`src/rtl/pit_pkg.sv`:
```
package pit_pkg;
  typedef enum logic [1:0] {
    RW_LO = 2'd0,
    RW_HI = 2'd1,
    RW_W0 = 2'd2,
    RW_W1 = 2'd3
  } rw_st_e;

  typedef enum logic [2:0] {
    M_TERM    = 3'd0,
    M_ONESHOT = 3'd1,
    M_RATE    = 3'd2,
    M_SQUARE  = 3'd3,
    M_SWSTB   = 3'd4,
    M_HWSTB   = 3'd5
  } mode_e;
endpackage

```
`src/rtl/pit_ctrl_if.sv`:
```
module pit_ctrl_if
  import pit_pkg::*;
#(
  parameter int BYTE_W   = 8,
  parameter int CHAN_IDX = 0,
  localparam int CNT_W   = 2 * BYTE_W,
  localparam int VAL_W   = CNT_W + 1
) (
  input  logic              clk_i,
  input  logic              rst_ni,
  input  logic              wr_i,
  input  logic              rd_i,
  input  logic              ctrl_sel_i,
  input  logic [BYTE_W-1:0] wdata_i,
  input  logic [CNT_W-1:0]  cur_val_i,
  output mode_e             mode_o,
  output logic              bcd_o,
  output logic [VAL_W-1:0]  reload_o,
  output logic              load_o,
  output logic [BYTE_W-1:0] rdata_o
);
  localparam logic [VAL_W-1:0] FULL_CNT = VAL_W'(1) << CNT_W;

  rw_st_e             rw_q, latch_st_q;
  logic               latched_q;
  logic [CNT_W-1:0]   latch_val_q;
  logic [BYTE_W-1:0]  lo_buf_q;

  logic       ctrl_hit, data_wr, data_rd;
  logic [1:0] acc;
  logic [2:0] m_raw, m_norm;
  logic [CNT_W-1:0] new_cnt;
  logic [VAL_W-1:0] new_val;

  assign ctrl_hit = wr_i & ctrl_sel_i & (wdata_i[BYTE_W-1 -: 2] == 2'(CHAN_IDX));
  assign acc      = wdata_i[BYTE_W-3 -: 2];
  assign data_wr  = wr_i & ~ctrl_sel_i;
  assign data_rd  = rd_i & ~ctrl_sel_i;
  assign m_raw    = wdata_i[3:1];
  // modes 6 and 7 fold onto 2 and 3
  assign m_norm   = m_raw[1] ? {1'b0, m_raw[1:0]} : m_raw;

  always_comb begin
    unique case (rw_q)
      RW_LO:   new_cnt = {{BYTE_W{1'b0}}, wdata_i};
      RW_HI:   new_cnt = {wdata_i, {BYTE_W{1'b0}}};
      RW_W1:   new_cnt = {wdata_i, lo_buf_q};
      default: new_cnt = '0;
    endcase
    new_val = (new_cnt == '0) ? FULL_CNT : {1'b0, new_cnt};
  end

  assign load_o = data_wr & (rw_q != RW_W0);

  always_ff @(posedge clk_i or negedge rst_ni) begin
    if (!rst_ni) begin
      mode_o      <= M_SQUARE;
      bcd_o       <= 1'b0;
      rw_q        <= RW_LO;
      reload_o    <= FULL_CNT;
      lo_buf_q    <= '0;
      latched_q   <= 1'b0;
      latch_st_q  <= RW_LO;
      latch_val_q <= '0;
      rdata_o     <= '0;
    end else begin
      if (ctrl_hit) begin
        if (acc == 2'd0) begin
          if (!latched_q) begin
            latched_q   <= 1'b1;
            latch_st_q  <= rw_q;
            latch_val_q <= cur_val_i;
          end
        end else begin
          mode_o <= mode_e'(m_norm);
          bcd_o  <= wdata_i[0];
          rw_q   <= rw_st_e'(acc - 2'd1);
        end
      end
      if (data_wr) begin
        unique case (rw_q)
          RW_W0: begin
            lo_buf_q <= wdata_i;
            rw_q     <= RW_W1;
          end
          RW_W1: begin
            reload_o <= new_val;
            rw_q     <= RW_W0;
          end
          default: reload_o <= new_val;
        endcase
      end
      if (data_rd) begin
        if (latched_q) begin
          unique case (latch_st_q)
            RW_LO: begin
              rdata_o   <= latch_val_q[BYTE_W-1:0];
              latched_q <= 1'b0;
            end
            RW_HI: begin
              rdata_o   <= latch_val_q[CNT_W-1:BYTE_W];
              latched_q <= 1'b0;
            end
            RW_W0: begin
              rdata_o    <= latch_val_q[BYTE_W-1:0];
              latch_st_q <= RW_W1;
            end
            default: begin
              rdata_o   <= latch_val_q[CNT_W-1:BYTE_W];
              latched_q <= 1'b0;
            end
          endcase
        end else begin
          unique case (rw_q)
            RW_LO: rdata_o <= cur_val_i[BYTE_W-1:0];
            RW_HI: rdata_o <= cur_val_i[CNT_W-1:BYTE_W];
            RW_W0: begin
              rdata_o <= cur_val_i[BYTE_W-1:0];
              rw_q    <= RW_W1;
            end
            default: begin
              rdata_o <= cur_val_i[CNT_W-1:BYTE_W];
              rw_q    <= RW_W0;
            end
          endcase
        end
      end
    end
  end

  assert_zero_count_R3: assert property (@(posedge clk_i) disable iff (!rst_ni)
    (data_wr && rw_q == RW_LO && wdata_i == '0) |=> reload_o == FULL_CNT);

  assert_word_toggle_R9: assert property (@(posedge clk_i) disable iff (!rst_ni)
    (data_rd && !latched_q && !data_wr && rw_q == RW_W0) |=> rw_q == RW_W1);

  assert_latch_hold_R10: assert property (@(posedge clk_i) disable iff (!rst_ni)
    (latched_q && !data_rd) |=> (latched_q && $stable(latch_val_q)));
endmodule

```
`src/rtl/pit_count_core.sv`:
```
module pit_count_core
  import pit_pkg::*;
#(
  parameter int CNT_W    = 16,
  parameter bit GATE_RST = 1'b1,
  localparam int VAL_W   = CNT_W + 1,
  localparam int EL_W    = CNT_W + 2
) (
  input  logic             clk_i,
  input  logic             rst_ni,
  input  logic             tick_i,
  input  logic             gate_i,
  input  logic             load_i,
  input  mode_e            mode_i,
  input  logic [VAL_W-1:0] reload_i,
  output logic [EL_W-1:0]  elapsed_o,
  output logic [VAL_W-1:0] phase_o,
  output logic [CNT_W-1:0] cur_val_o
);
  logic gate_q, retrig_mode, gate_rise, restart, periodic;

  assign retrig_mode = mode_i inside {M_ONESHOT, M_RATE, M_SQUARE, M_HWSTB};
  assign periodic    = mode_i inside {M_RATE, M_SQUARE};
  assign gate_rise   = gate_i & ~gate_q;
  assign restart     = load_i | (gate_rise & retrig_mode);

  always_ff @(posedge clk_i or negedge rst_ni) begin
    if (!rst_ni) begin
      gate_q    <= GATE_RST;
      elapsed_o <= '0;
      phase_o   <= '0;
    end else begin
      gate_q <= gate_i;
      if (restart) begin
        elapsed_o <= '0;
        phase_o   <= '0;
      end else if (tick_i) begin
        if (!(&elapsed_o)) elapsed_o <= elapsed_o + EL_W'(1);
        phase_o <= (phase_o >= reload_i - VAL_W'(1)) ? '0 : phase_o + VAL_W'(1);
      end
    end
  end

  assign cur_val_o = periodic ? CNT_W'(reload_i - phase_o)
                              : CNT_W'(EL_W'(reload_i) - elapsed_o);

  assert_restart_on_load_R3: assert property (@(posedge clk_i) disable iff (!rst_ni)
    load_i |=> (elapsed_o == '0 && phase_o == '0));

  assert_gate_restart_R8: assert property (@(posedge clk_i) disable iff (!rst_ni)
    (gate_i && !gate_q && retrig_mode) |=> elapsed_o == '0);

  assert_phase_bound_R6: assert property (@(posedge clk_i) disable iff (!rst_ni)
    phase_o < reload_i);

  assert_idle_hold_R11: assert property (@(posedge clk_i) disable iff (!rst_ni)
    (!tick_i && !restart) |=> ($stable(elapsed_o) && $stable(phase_o)));
endmodule

```
`src/rtl/pit_out_gen.sv`:
```
module pit_out_gen
  import pit_pkg::*;
#(
  parameter int CNT_W   = 16,
  localparam int VAL_W  = CNT_W + 1,
  localparam int EL_W   = CNT_W + 2
) (
  input  mode_e            mode_i,
  input  logic [VAL_W-1:0] reload_i,
  input  logic [EL_W-1:0]  elapsed_i,
  input  logic [VAL_W-1:0] phase_i,
  output logic             out_o
);
  logic [EL_W-1:0]  reload_ext;
  logic [VAL_W-1:0] half;

  assign reload_ext = EL_W'(reload_i);
  assign half       = VAL_W'((EL_W'(reload_i) + EL_W'(1)) >> 1);

  always_comb begin
    unique case (mode_i)
      M_TERM, M_ONESHOT: out_o = (elapsed_i >= reload_ext);
      M_RATE:            out_o = !((phase_i == '0) && (elapsed_i != '0));
      M_SQUARE:          out_o = (phase_i < half);
      default:           out_o = (elapsed_i != reload_ext);
    endcase
  end
endmodule

```
`src/rtl/pit_channel.sv`:
```
module pit_channel
  import pit_pkg::*;
#(
  parameter int BYTE_W   = 8,
  parameter int CHAN_IDX = 0
) (
  input  logic              clk_i,
  input  logic              rst_ni,
  input  logic              tick_i,
  input  logic              gate_i,
  input  logic              wr_i,
  input  logic              rd_i,
  input  logic              ctrl_sel_i,
  input  logic [BYTE_W-1:0] wdata_i,
  output logic [BYTE_W-1:0] rdata_o,
  output logic              out_o,
  output logic              bcd_o
);
  localparam int CNT_W    = 2 * BYTE_W;
  localparam int VAL_W    = CNT_W + 1;
  localparam int EL_W     = CNT_W + 2;
  localparam bit GATE_RST = (CHAN_IDX != 2);

  mode_e            mode;
  logic [VAL_W-1:0] reload;
  logic             load;
  logic [CNT_W-1:0] cur_val;
  logic [EL_W-1:0]  elapsed;
  logic [VAL_W-1:0] phase;

  pit_ctrl_if #(.BYTE_W(BYTE_W), .CHAN_IDX(CHAN_IDX)) u_ctrl (
    .clk_i, .rst_ni, .wr_i, .rd_i, .ctrl_sel_i, .wdata_i,
    .cur_val_i(cur_val),
    .mode_o(mode),
    .bcd_o,
    .reload_o(reload),
    .load_o(load),
    .rdata_o
  );

  pit_count_core #(.CNT_W(CNT_W), .GATE_RST(GATE_RST)) u_core (
    .clk_i, .rst_ni, .tick_i, .gate_i,
    .load_i(load),
    .mode_i(mode),
    .reload_i(reload),
    .elapsed_o(elapsed),
    .phase_o(phase),
    .cur_val_o(cur_val)
  );

  pit_out_gen #(.CNT_W(CNT_W)) u_out (
    .mode_i(mode),
    .reload_i(reload),
    .elapsed_i(elapsed),
    .phase_i(phase),
    .out_o
  );
endmodule

```
`config.mk`:
```
export PLATFORM = sky130hd
export DESIGN_NAME = pit_channel
export DESIGN_NICKNAME = d
export VERILOG_FILES = /design/src/rtl/pit_pkg.sv /design/src/rtl/pit_ctrl_if.sv /design/src/rtl/pit_count_core.sv /design/src/rtl/pit_out_gen.sv /design/src/rtl/pit_channel.sv
export SDC_FILE = /design/constraint.sdc
export NUM_CORES = 1
export LEC_CHECK = 0
export BUFFER_PORTS_ARGS = -buffer_cell sky130_fd_sc_hd__buf_2
export CAP_MARGIN = 20
export CORE_MARGIN = 2
export CORE_UTILIZATION = 60
export DETAILED_ROUTE_END_ITERATION = 12
export GPL_TIMING_DRIVEN = 0
export PLACE_DENSITY = 0.77
export SLEW_MARGIN = 20
export SYNTH_ARGS = -nofsm -noshare
export SYNTH_HDL_FRONTEND = slang
export SYNTH_SLANG_ARGS = --single-unit
```
`constraint.sdc`:
```
create_clock -name clk_i -period 6.7 [get_ports clk_i]
set_input_delay 1.34 -clock clk_i [delete_from_list [all_inputs] [get_ports clk_i]]
set_output_delay 1.34 -clock clk_i [all_outputs]
set_load 0.01 [all_outputs]
```
==> flow_summary_export.csv <==
group,metric,value,unit
synth,synth-main-ff-cell,"dfrtp_1",
timing,report.final.setup_viol,0,
placement,gp_congestion,0.970,
grt,grt_overflow_total,0,
synth,synth_edf_count,0,
drt,drtIter0Drc,642,
floorplanning,die_area,13200,um2
timing,relSlewSlack,50.6,%
synth,synth_cells,848,
worst_setup_path,crit_path_frequent_cell,"nand3_1",
cells_and_area,final_area,8050,um2
timing,fin_setup_tns,0,ns
floorplanning,ios,25,
worst_setup_path,rrSetupSlack,2.78,ns
worst_setup_path,startpoint_type,"flip-flop",
worst_setup_path,path_class,"reg2out",
cells_and_area,diodes,0,
worst_setup_path,rr_endpoint,"u_core.phase_o[2]",
synth,yosysSeqAreaShare,31.8,%
placement,placed_area,7740,um2
timing,fmax,186,MHz
synth,synth_area_leaders,"dfrtp_1, ha_1, xnor2_1",
pwr,comb_power_share,56.4,%
drt,drtAntennaViolNets,0,
synth,synth_top_area_share,30.4,%
floorplanning,std_cell_rows,40,
floorplanning,core-area,12000,um2
clocking,clock-root-buffer,"clkbuf_16",
pwr,p_leak,0.00348,uW
floorplanning,initial_core_util,61.6,%
synth,synth_nets,935,
timing,finalCritPeriodShare,80.3,%
min_path,whs_path_depth,2,
clocking,holdBufCountCts,0,
drt,drc,0,
worst_setup_path,cp-end-kind,"output pin",
grt,grt_start_max_net_pins,64,
cells_and_area,final_cell_mix,"dfrtp_1, nand2_1, ha_1",
min_path,min_to,"u_ctrl.latch_val_q[9]",
clocking,cts.sinks,94,
cells_and_area,drive_above_1_share,9.67,%
drt,via_count,6917,
synth,async_reset_ff_share,100,%
worst_setup_path,cp_data_arrival_time,4.04,ns
timing,finalHoldViolCount,0,
synth,avgSynthCellArea,8.73,um2
pwr,power.density,424,nW/um2
timing,rsz0062_at_grt,"no",
floorplanning,die_y,115,um
cells_and_area,area_growth,8.77,%
floorplanning,fp.dieW,115,um
grt,antenna_found_initial,0,
min_path,hp-start,"u_ctrl.latch_val_q[9]",
min_path,hp-class,"reg2reg",
synth,synth-seq-cells,94,
pwr,switching_power,1590,uW
clocking,clk_latency,0.36,ns
grt,grt_pass1_vias,6474,
flow_run,drv_cap,0,
pwr,peakVddDrop,0.221,mV
clocking,cts_resized,0,
timing,period_needed,5.38,ns
clocking,cts_buffer_depth,2,
clocking,clk_pin_slew,0.07,ns
drt,viasPerCell,6.68,
grt,grt_pass1_wl,34500,um
synth,yosys.area.top_type,"dfrtp_1",
worst_setup_path,r2r_start,"u_ctrl.reload_o[3]",
timing,fin_skew,0.0114,ns
pwr,p_seq_share,27.5,%
worst_setup_path,reg2regPathDepth,13,
drt,routedWlPerCell,20.7,um
worst_setup_path,worst_path_max_delay_cell,"nor4_1",
synth,ys_warn_count,0,
cells_and_area,finalNetCount,971,
clocking,ctsHtreeMaxLevel,3,
status,outcome,"complete, no violations",
worst_setup_path,crit_chain,"inv_1 -> nor3_1 -> nand3_1 -> nor4_1 -> nand3_1 -> xnor2_1 -> ha_1 -> a21oi_1 -> nor2b_1 -> o21ai_0 -> nand2b_1 -> a211oi_1 -> a32o_1 -> buf_2",
pwr,cell_internal_pwr,1830,uW
timing,drv_slew,0,
placement,port-buffer-count,24,
synth,netlist_area,7400,um2
clocking,tritoncts,"yes",
worst_setup_path,required,5.36,ns
worst_setup_path,cp_max_fo,6,
clocking,cts_made_buffers,9,
placement,hpwl,16800,um
clocking,post_cts_buffers,0,
drt,dr.pass1.iters,5,
grt,track_usage,33.7,%
synth,synthDistinctLibCells,74,
drt,wl,21400,um
cells_and_area,layout_commonest_cell,"dfrtp_1",
timing,worstMarginPinSlew,0.735,ns
worst_setup_path,critPathMaxStageDelay,0.63,ns
pwr,p_clk_share,16.1,%
pwr,switching_share,46.5,%
cell usage after synthesis, drive strengths merged, types with 9 or more instances:
cell / instances
clkbuf: 24
a21o: 9
mux2: 16
and3: 12
buf: 12
nor4: 18
o21ai: 46
xor2: 12
nand2b: 13
nor3: 24
nand2: 76
nand4: 25
ha: 71
inv: 38
a31oi: 16
xnor2: 43
mux2i: 21
dfrtp: 90
o22ai: 17
nor2: 60
nand3: 36
o21a: 13
o211ai: 10
a21oi: 48
kinds of logic (layout without fill, tap and decap cells):
kind of cell / after synthesis / count (layout) / share of synthesized area [%]
AO/OA/AOI/OAI: 220 / 220 / 19.7
XOR/XNOR: 55 / 55 / 6.51
adder cells (fa/ha/maj): 72 / 72 / 12.3
buffers and inverters: 76 / 117 / 4.17
flip-flops: 94 / 94 / 31.8
multiplexers: 37 / 37 / 5.27
AND/OR/NAND/NOR: 294 / 294 / 20.2
per-layer routing:
layer	global-route usage, %	routed length [um]	vias to the layer above
met2	51.8	9630	326
met5	0	0	-
met3	6.06	1840	34
li1	-	-	3233
met4	10.4	424	0
met1	48.7	9530	3324
power by group through the flow:
stage               sequential [uW]  combinational [uW]  clock (uW)
CTS                             930                1900         556
floorplan                       882                1410           0
global placement                931                1830           0
global route                    957                2130         576
detailed placement              941                1890           0
finish                          939                1930         550
how the worst max path moves through the flow:
stage | slack, ns | endpoint | from | depth (start not counted)
2_1_floorplan | 2.71 | out_o | u_ctrl.reload_o[2] | 14
3_3_place_gp | 1.96 | out_o | u_ctrl.reload_o[3] | 14
3_5_place_dp | 1.88 | out_o | u_ctrl.reload_o[3] | 14
4_1_cts | 1.48 | out_o | u_ctrl.reload_o[3] | 14
5_1_grt | 1.16 | out_o | u_ctrl.reload_o[3] | 14
6_report | 1.32 | out_o | u_ctrl.reload_o[3] | 14
layout make-up:
type,instances,area (um2)
clock inverter,6,72.6
inverter,40,150
clock buffer,10,239
multi-input combinational,678,4740
timing repair buffer,25,154
sequential,94,2360
fill,1028,3960
tap,147,184
buffer,36,159
through the flow:
step,power (uW),instances,hold WS [ns],setup slack (ns),utilization [%]
6_report,3410,1036,0.483,1.32,67.0
5_1_grt,3670,1036,0.510,1.16,67.0
4_1_cts,3390,1036,0.484,1.48,67.0
3_5_place_dp,2830,1020,0.465,1.88,64.4
3_3_place_gp,2760,1019,0.462,1.96,64.2
2_1_floorplan,2290,848,0.442,2.71,-
worst max-delay path: cells and delay by family, from the launching register on:
family / cells / cell delay [ns]
simple gates: 6 / 1.48
compound gates: 4 / 0.87
flops: 1 / 0.50
buf+inv: 2 / 0.36
fa+ha+maj: 1 / 0.29
xor+xnor: 1 / 0.17
sequential cells by signal, summed over array words and instances (netlist names):
register,count
u_ctrl.rw_q,2
u_ctrl.bcd_o,1
u_ctrl.latch_st_q,2
u_ctrl.latched_q,1
u_ctrl.reload_o,17
u_ctrl.lo_buf_q,8
u_ctrl.latch_val_q,16
u_core.gate_q,1
u_ctrl.rdata_o,8
u_core.phase_o,17
u_core.elapsed_o,18
u_ctrl.mode_o,3
Power figures use the tool's default switching activity.
